===== config.mk =====
export PLATFORM = sky130hd
export DESIGN_NAME = interval_timer_bank
export DESIGN_NICKNAME = d
export VERILOG_FILES = /design/src/rtl/itb_pkg.sv /design/src/rtl/itb_prescaler.sv /design/src/rtl/itb_channel.sv /design/src/rtl/interval_timer_bank.sv
export SDC_FILE = /design/constraint.sdc
export NUM_CORES = 2
export LEC_CHECK = 0
export BUFFER_PORTS_ARGS = -buffer_cell sky130_fd_sc_hd__buf_2
export CAP_MARGIN = 40
export CORE_MARGIN = 3
export CORE_UTILIZATION = 45
export CTS_CLUSTER_SIZE = 25
export DETAILED_ROUTE_END_ITERATION = 16
export RECOVER_POWER = 25
export SYNTH_ARGS = -nofsm -noshare
export SYNTH_HDL_FRONTEND = slang
export SYNTH_SLANG_ARGS = --single-unit

===== constraint.sdc =====
create_clock -name clk -period 3.6 [get_ports clk]
set_input_delay 0.9 -clock clk [delete_from_list [all_inputs] [get_ports clk]]
set_output_delay 0.9 -clock clk [all_outputs]
set_load 0.01 [all_outputs]

===== src/rtl/itb_pkg.sv =====
package itb_pkg;
  localparam int CTL_W     = 8;
  localparam int B_RUN     = 0;
  localparam int B_RELOAD  = 1;
  localparam int B_SRC_LO  = 2;
  localparam int B_EXP_LO  = 4;
  localparam int B_ONESHOT = 7;

  localparam logic [CTL_W-1:0] CTL_RESET = 8'h04;

  localparam logic [3:0] SEL_CTL = 4'h0;
  localparam logic [3:0] SEL_IVL = 4'h4;
  localparam logic [3:0] SEL_CNT = 4'h8;

  localparam logic [7:0] OFS_IEN = 8'h00;
  localparam logic [7:0] OFS_IST = 8'h04;
endpackage


===== src/rtl/itb_prescaler.sv =====
module itb_prescaler #(
  parameter int EXP_W = 3
) (
  input  logic             clk,
  input  logic             rst,
  input  logic             clr,
  input  logic             tick,
  input  logic [EXP_W-1:0] exp_sel,
  output logic             ptick
);
  localparam int PW = (1 << EXP_W) - 1;

  logic [PW-1:0] ph_q;
  logic [PW-1:0] mask;

  always_comb begin
    mask  = ~({PW{1'b1}} << exp_sel);
    ptick = tick && ((ph_q & mask) == mask);
  end

  always_ff @(posedge clk) begin
    if (rst || clr) ph_q <= '0;
    else if (tick)  ph_q <= ptick ? '0 : ph_q + 1'b1;
  end
endmodule


===== src/rtl/itb_channel.sv =====
module itb_channel
  import itb_pkg::*;
#(
  parameter int CNT_W  = 32,
  parameter int DATA_W = 32,
  parameter int SRC_W  = 2,
  parameter int EXP_W  = 3
) (
  input  logic                 clk,
  input  logic                 rst,
  input  logic                 ctl_we,
  input  logic                 ivl_we,
  input  logic [DATA_W-1:0]    wdata,
  input  logic [(1<<SRC_W)-1:0] tick_src,
  output logic [CTL_W-1:0]     ctl_q,
  output logic [CNT_W-1:0]     ivl_q,
  output logic [CNT_W-1:0]     cnt_q,
  output logic                 expire
);
  logic sel_tick, gated, ptick;

  always_comb begin
    sel_tick = tick_src[ctl_q[B_SRC_LO +: SRC_W]];
    gated    = sel_tick && ctl_q[B_RUN] && !ctl_we;
    expire   = ptick && (cnt_q == CNT_W'(1));
  end

  itb_prescaler #(.EXP_W(EXP_W)) i_pre (
    .clk     (clk),
    .rst     (rst),
    .clr     (ctl_we),
    .tick    (gated),
    .exp_sel (ctl_q[B_EXP_LO +: EXP_W]),
    .ptick   (ptick)
  );

  always_ff @(posedge clk) begin
    if (rst) begin
      ctl_q <= CTL_RESET;
      ivl_q <= '0;
      cnt_q <= '0;
    end else begin
      if (ivl_we) ivl_q <= wdata[CNT_W-1:0];
      if (ctl_we) begin
        ctl_q <= wdata[CTL_W-1:0];
        if (wdata[B_RELOAD]) cnt_q <= ivl_q;
      end else if (ptick) begin
        if (cnt_q != '0)            cnt_q <= cnt_q - 1'b1;
        else if (!ctl_q[B_ONESHOT]) cnt_q <= ivl_q;
        if (expire && ctl_q[B_ONESHOT]) ctl_q[B_RUN] <= 1'b0;
      end
    end
  end
endmodule


===== src/rtl/interval_timer_bank.sv =====
module interval_timer_bank
  import itb_pkg::*;
#(
  parameter int NCH    = 6,
  parameter int CNT_W  = 32,
  parameter int DATA_W = 32,
  parameter int ADDR_W = 8,
  parameter int SRC_W  = 2,
  parameter int EXP_W  = 3
) (
  input  logic                  clk,
  input  logic                  rst,
  input  logic                  bus_wr,
  input  logic                  bus_rd,
  input  logic [ADDR_W-1:0]     bus_addr,
  input  logic [DATA_W-1:0]     bus_wdata,
  input  logic [(1<<SRC_W)-1:0] tick_src,
  output logic [DATA_W-1:0]     bus_rdata,
  output logic [NCH-1:0]        irq_out
);
  localparam int NSRC = 1 << SRC_W;

  logic [3:0]       slot, sel;
  logic [CTL_W-1:0] ctl_a [NCH];
  logic [CNT_W-1:0] ivl_a [NCH];
  logic [CNT_W-1:0] cnt_a [NCH];
  logic [NCH-1:0]   exp_v, oneshot_v, run_v;
  logic [NCH-1:0]   en_q, stat_q, en_nxt, stat_nxt, clr_mask;
  logic [DATA_W-1:0] rd_mux;

  assign slot = bus_addr[7:4];
  assign sel  = bus_addr[3:0];

  for (genvar i = 0; i < NCH; i++) begin : g_ch
    logic hit;
    assign hit          = bus_wr && (slot == 4'(i + 1));
    assign oneshot_v[i] = ctl_a[i][B_ONESHOT];
    assign run_v[i]     = ctl_a[i][B_RUN];

    itb_channel #(
      .CNT_W(CNT_W), .DATA_W(DATA_W), .SRC_W(SRC_W), .EXP_W(EXP_W)
    ) i_ch (
      .clk      (clk),
      .rst      (rst),
      .ctl_we   (hit && (sel == SEL_CTL)),
      .ivl_we   (hit && (sel == SEL_IVL)),
      .wdata    (bus_wdata),
      .tick_src (tick_src[NSRC-1:0]),
      .ctl_q    (ctl_a[i]),
      .ivl_q    (ivl_a[i]),
      .cnt_q    (cnt_a[i]),
      .expire   (exp_v[i])
    );
  end

  always_comb begin
    clr_mask = (bus_wr && bus_addr == OFS_IST) ? bus_wdata[NCH-1:0] : '0;
    en_nxt   = (bus_wr && bus_addr == OFS_IEN) ? bus_wdata[NCH-1:0] : en_q;
    stat_nxt = (stat_q & ~clr_mask) | exp_v;
  end

  always_comb begin
    rd_mux = '0;
    if (bus_addr == OFS_IEN) rd_mux = DATA_W'(en_q);
    else if (bus_addr == OFS_IST) rd_mux = DATA_W'(stat_q);
    else begin
      for (int i = 0; i < NCH; i++) begin
        if (slot == 4'(i + 1)) begin
          case (sel)
            SEL_CTL: rd_mux = DATA_W'(ctl_a[i]);
            SEL_IVL: rd_mux = DATA_W'(ivl_a[i]);
            SEL_CNT: rd_mux = DATA_W'(cnt_a[i]);
            default: rd_mux = '0;
          endcase
        end
      end
    end
  end

  always_ff @(posedge clk) begin
    if (rst) begin
      en_q      <= '0;
      stat_q    <= '0;
      irq_out   <= '0;
      bus_rdata <= '0;
    end else begin
      en_q    <= en_nxt;
      stat_q  <= stat_nxt;
      irq_out <= stat_nxt & en_nxt;
      if (bus_rd) bus_rdata <= rd_mux;
    end
  end
endmodule


==> results_dict.tcl <==
set metrics [dict create \
    setup_viol 0 \
    cpLargestDelayFamily "compound AO/OA/AOI/OAI gates" \
    fillers 5946 \
    slew_headroom_pct 13.78 \
    die_y_um 253.4 \
    p_seq_share_pct 45.2 \
    cts_made_buffers 59 \
    grtUsageTotal_pct 36.28 \
    vias 30415 \
    hold_class "reg -> reg" \
    cpMaxStageDelayCell "o41ai_4" \
    min_period_ps 3287 \
    worst_pin_slew_ps 1277 \
    grt_pass1_wl_um 178200 \
    syn_avg_cell_area_um2 7.419 \
    synth_nets 3786 \
    yosysSeqAreaShare_pct 38.07 \
    final_cells 4594 \
    cp-start-kind "flip-flop" \
    regToRegSetupSlack_ps 310 \
    synthArstFlopShare_pct 0 \
    arrival_ps 3830 \
    synth_area_leaders "dfxtp_1 38%, a21oi_1 9.9%, nand2_1 9.4%, nor2_1 3.6%, o21ai_0 3.6%" \
    post-route-drc-count 0 \
    p_comb_share_pct 6.4 \
    synth_warnings 0 \
    syn_to_final_growth_pct 14.88 \
    critPathKind "reg -> reg" \
    grt_setup_unrepaired "no" \
    std_cell_rows 90 \
    synth-seq-cells 524 \
    hold_violations 0 \
    routed_wirelength_um 119900 \
    grt_pass1_vias 27707 \
    clockRootBuffer "clkbuf_16" \
    cts.sinks 524 \
    swShare_pct 24.95 \
    drtIter0Drc 4492 \
    path_cells "or4_1 > or4b_1 > o41ai_4 > a21o_1 > buf_4 > o21ai_1 > a21oi_1" \
    syn_area_um2 27550 \
    die-width_um 253.4 \
    holdWs_ps 457.8 \
    core_region_area_um2 60470 \
    holdBufCountCts 0 \
    fin_crit_sh_pct 91.29 \
    yosysTopAreaCell "dfxtp_1" \
    numPortBuffers 85 \
    drive_gt1_share_pct 10.06 \
    synth_top_area_share_pct 38.07 \
    status "completed" \
    power_density_nw_per_um2 407.3 \
    max_cap_violations 0 \
    grt_overflow_total 0 \
    cp_data_required_time_ps 4150 \
    post_cts_buffers 0 \
    start_util_pct 45.56 \
    synthCells 3714 \
    fmax_ghz 0.3043 \
    fin_skew_ps 20.88 \
    die_area_um2 64230 \
    placed_cells 4486 \
    nets 3837 \
    viasPerCell 6.621 \
    htreeDepth 2 \
    cp_num_buf_inv 1 \
    mostFrequentLayoutCell "nand2_1" \
    tns_ps 0 \
    cts_tree "done" \
    critPathMaxStageDelay_ps 810 \
    postRouteAntennaNets 0 \
    grt_max_degree 141 \
    cts_resized 0 \
    ir_drop_v 0.0003832 \
    first_pass_iters 13 \
    hpwl_um 83310 \
    maxSlewViolCount 0 \
    netSwitchingPower_mw 3.216 \
    ys_types 79 \
    gp_congestion 1.018 \
    p_int_mw 9.676 \
    wl_per_cell_um 26.09 \
    end_kind "flip-flop" \
    power_leakage_nw 10.88 \
    clk_path_buf_depth 3 \
    insertion_delay_ps 640 \
    io_pins 86 \
    ys.flop_type "dfxtp_1" \
    clkPwrFrac_pct 48.4 \
    cp_max_fo 13 \
    synth_edf_count 0 \
    clk_pin_slew_ps 60 \
    final_cell_mix "693 x nand2_1, 542 x a21oi_1, 524 x dfxtp_1, 258 x nor2_1, 200 x o21ai_0" \
    antenna_found_initial 3 \
]
[per-stage QoR]
step | util [%] | total power [mW] | cell area, um2 | setup slack, ps
2_1_floorplan | - | 6.326 | 27550 | 388.6
3_3_place_gp | 49.29 | 6.741 | 29810 | 58.49
3_5_place_dp | 49.29 | 6.747 | 29810 | 67.56
4_1_cts | 52.54 | 12.92 | 31770 | 380.6
5_1_grt | 52.33 | 13.20 | 31640 | 157.2
6_report | 52.34 | 12.89 | 31650 | 313.4
[logic make-up after synthesis]
group / after synthesis / synth area share, %
AOI/OAI and AO/OA: 1277 / 29.35
xor gates and xnor gates: 36 / 1.144
adders and majority gates: 24 / 1.090
buffers and inverters: 384 / 5.349
DFF: 524 / 38.07
muxes: 26 / 1.235
and+or+nand+nor: 1443 / 23.75
[path summary, 6_finish.rpt]
check,startpoint,end,depth (start not counted)
setup reg to reg,g_ch[3].i_ch.cnt_q[21],g_ch[3].i_ch.cnt_q[19],7
setup / recovery,g_ch[3].i_ch.cnt_q[21],g_ch[3].i_ch.cnt_q[19],7
hold reg to reg,g_ch[1].i_ch.ctl_q[1],g_ch[1].i_ch.ctl_q[1],2
hold / removal,g_ch[1].i_ch.ctl_q[1],g_ch[1].i_ch.ctl_q[1],2
[layer usage]
metal  vias to the layer above  track usage [%]  wire, um  share of wire [%]
met2                      1864            50.54     48220                 40
li1                      13708                -         -                  -
met3                       300            10.19     15130                 13
met4                         2            17.48      6359                5.3
met5                         -           0.9023        66              0.055
met1                     14541            51.16     50090                 42
[state kept, by name, summed over array words and instances, names as in the netlist]
register and cells:
g_ch.i_ch.ivl_q 192, irq_out 6, g_ch.i_ch.ctl_q 48, bus_rdata 32, g_ch.i_ch.cnt_q 192, stat_q 6
en_q 6, g_ch.i_ch.i_pre.ph_q 42
[cell usage after synthesis (all sizes together) (24+ instances only)]
cell type and number:
a211oi 28, a21oi 544, a221o 26, a221oi 86, a222oi 40, a22oi 57
a31oi 37, buf 47, clkbuf 246, dfxtp 524, ha 24, inv 89
nand2 693, nand3 67, nand4 41, nor2 267, nor3 138, nor4 39
o21ai 220, o22ai 41, o32ai 61, or3 39, or4 36, xor2 28
[worst register-to-register path: cells and delay by family (launching register included)]
kind / cells / cell delay, ps
compound gates: 4 / 1350
buf+inv: 1 / 230
flops: 1 / 360
simple gates: 2 / 1260
[power groups by stage]
stage               combinational, mW  sequential [mW]  clock (mW)
global placement                0.791             5.95           0
floorplan                       0.378             5.95           0
global route                    0.850             5.82        6.53
detailed placement              0.797             5.95           0
finish                          0.829             5.82        6.24
CTS                             0.798             5.82        6.30
[final cells by class]
| type | instances | area, um2 | share of cell area, % |
|---|---|---|---|
| clock buffer | 88 | 1778 | 5.617 |
| tap | 782 | 978.4 | 3.091 |
| sequential | 524 | 10490 | 33.14 |
| timing repair buffer | 283 | 2215 | 6.997 |
| inverter | 91 | 341.6 | 1.079 |
| antenna | 3 | 7.507 | 0.02372 |
| multi-input combinational | 2806 | 15660 | 49.46 |
| clock inverter | 17 | 185.2 | 0.5851 |
(Power assumes the default switching activity.)
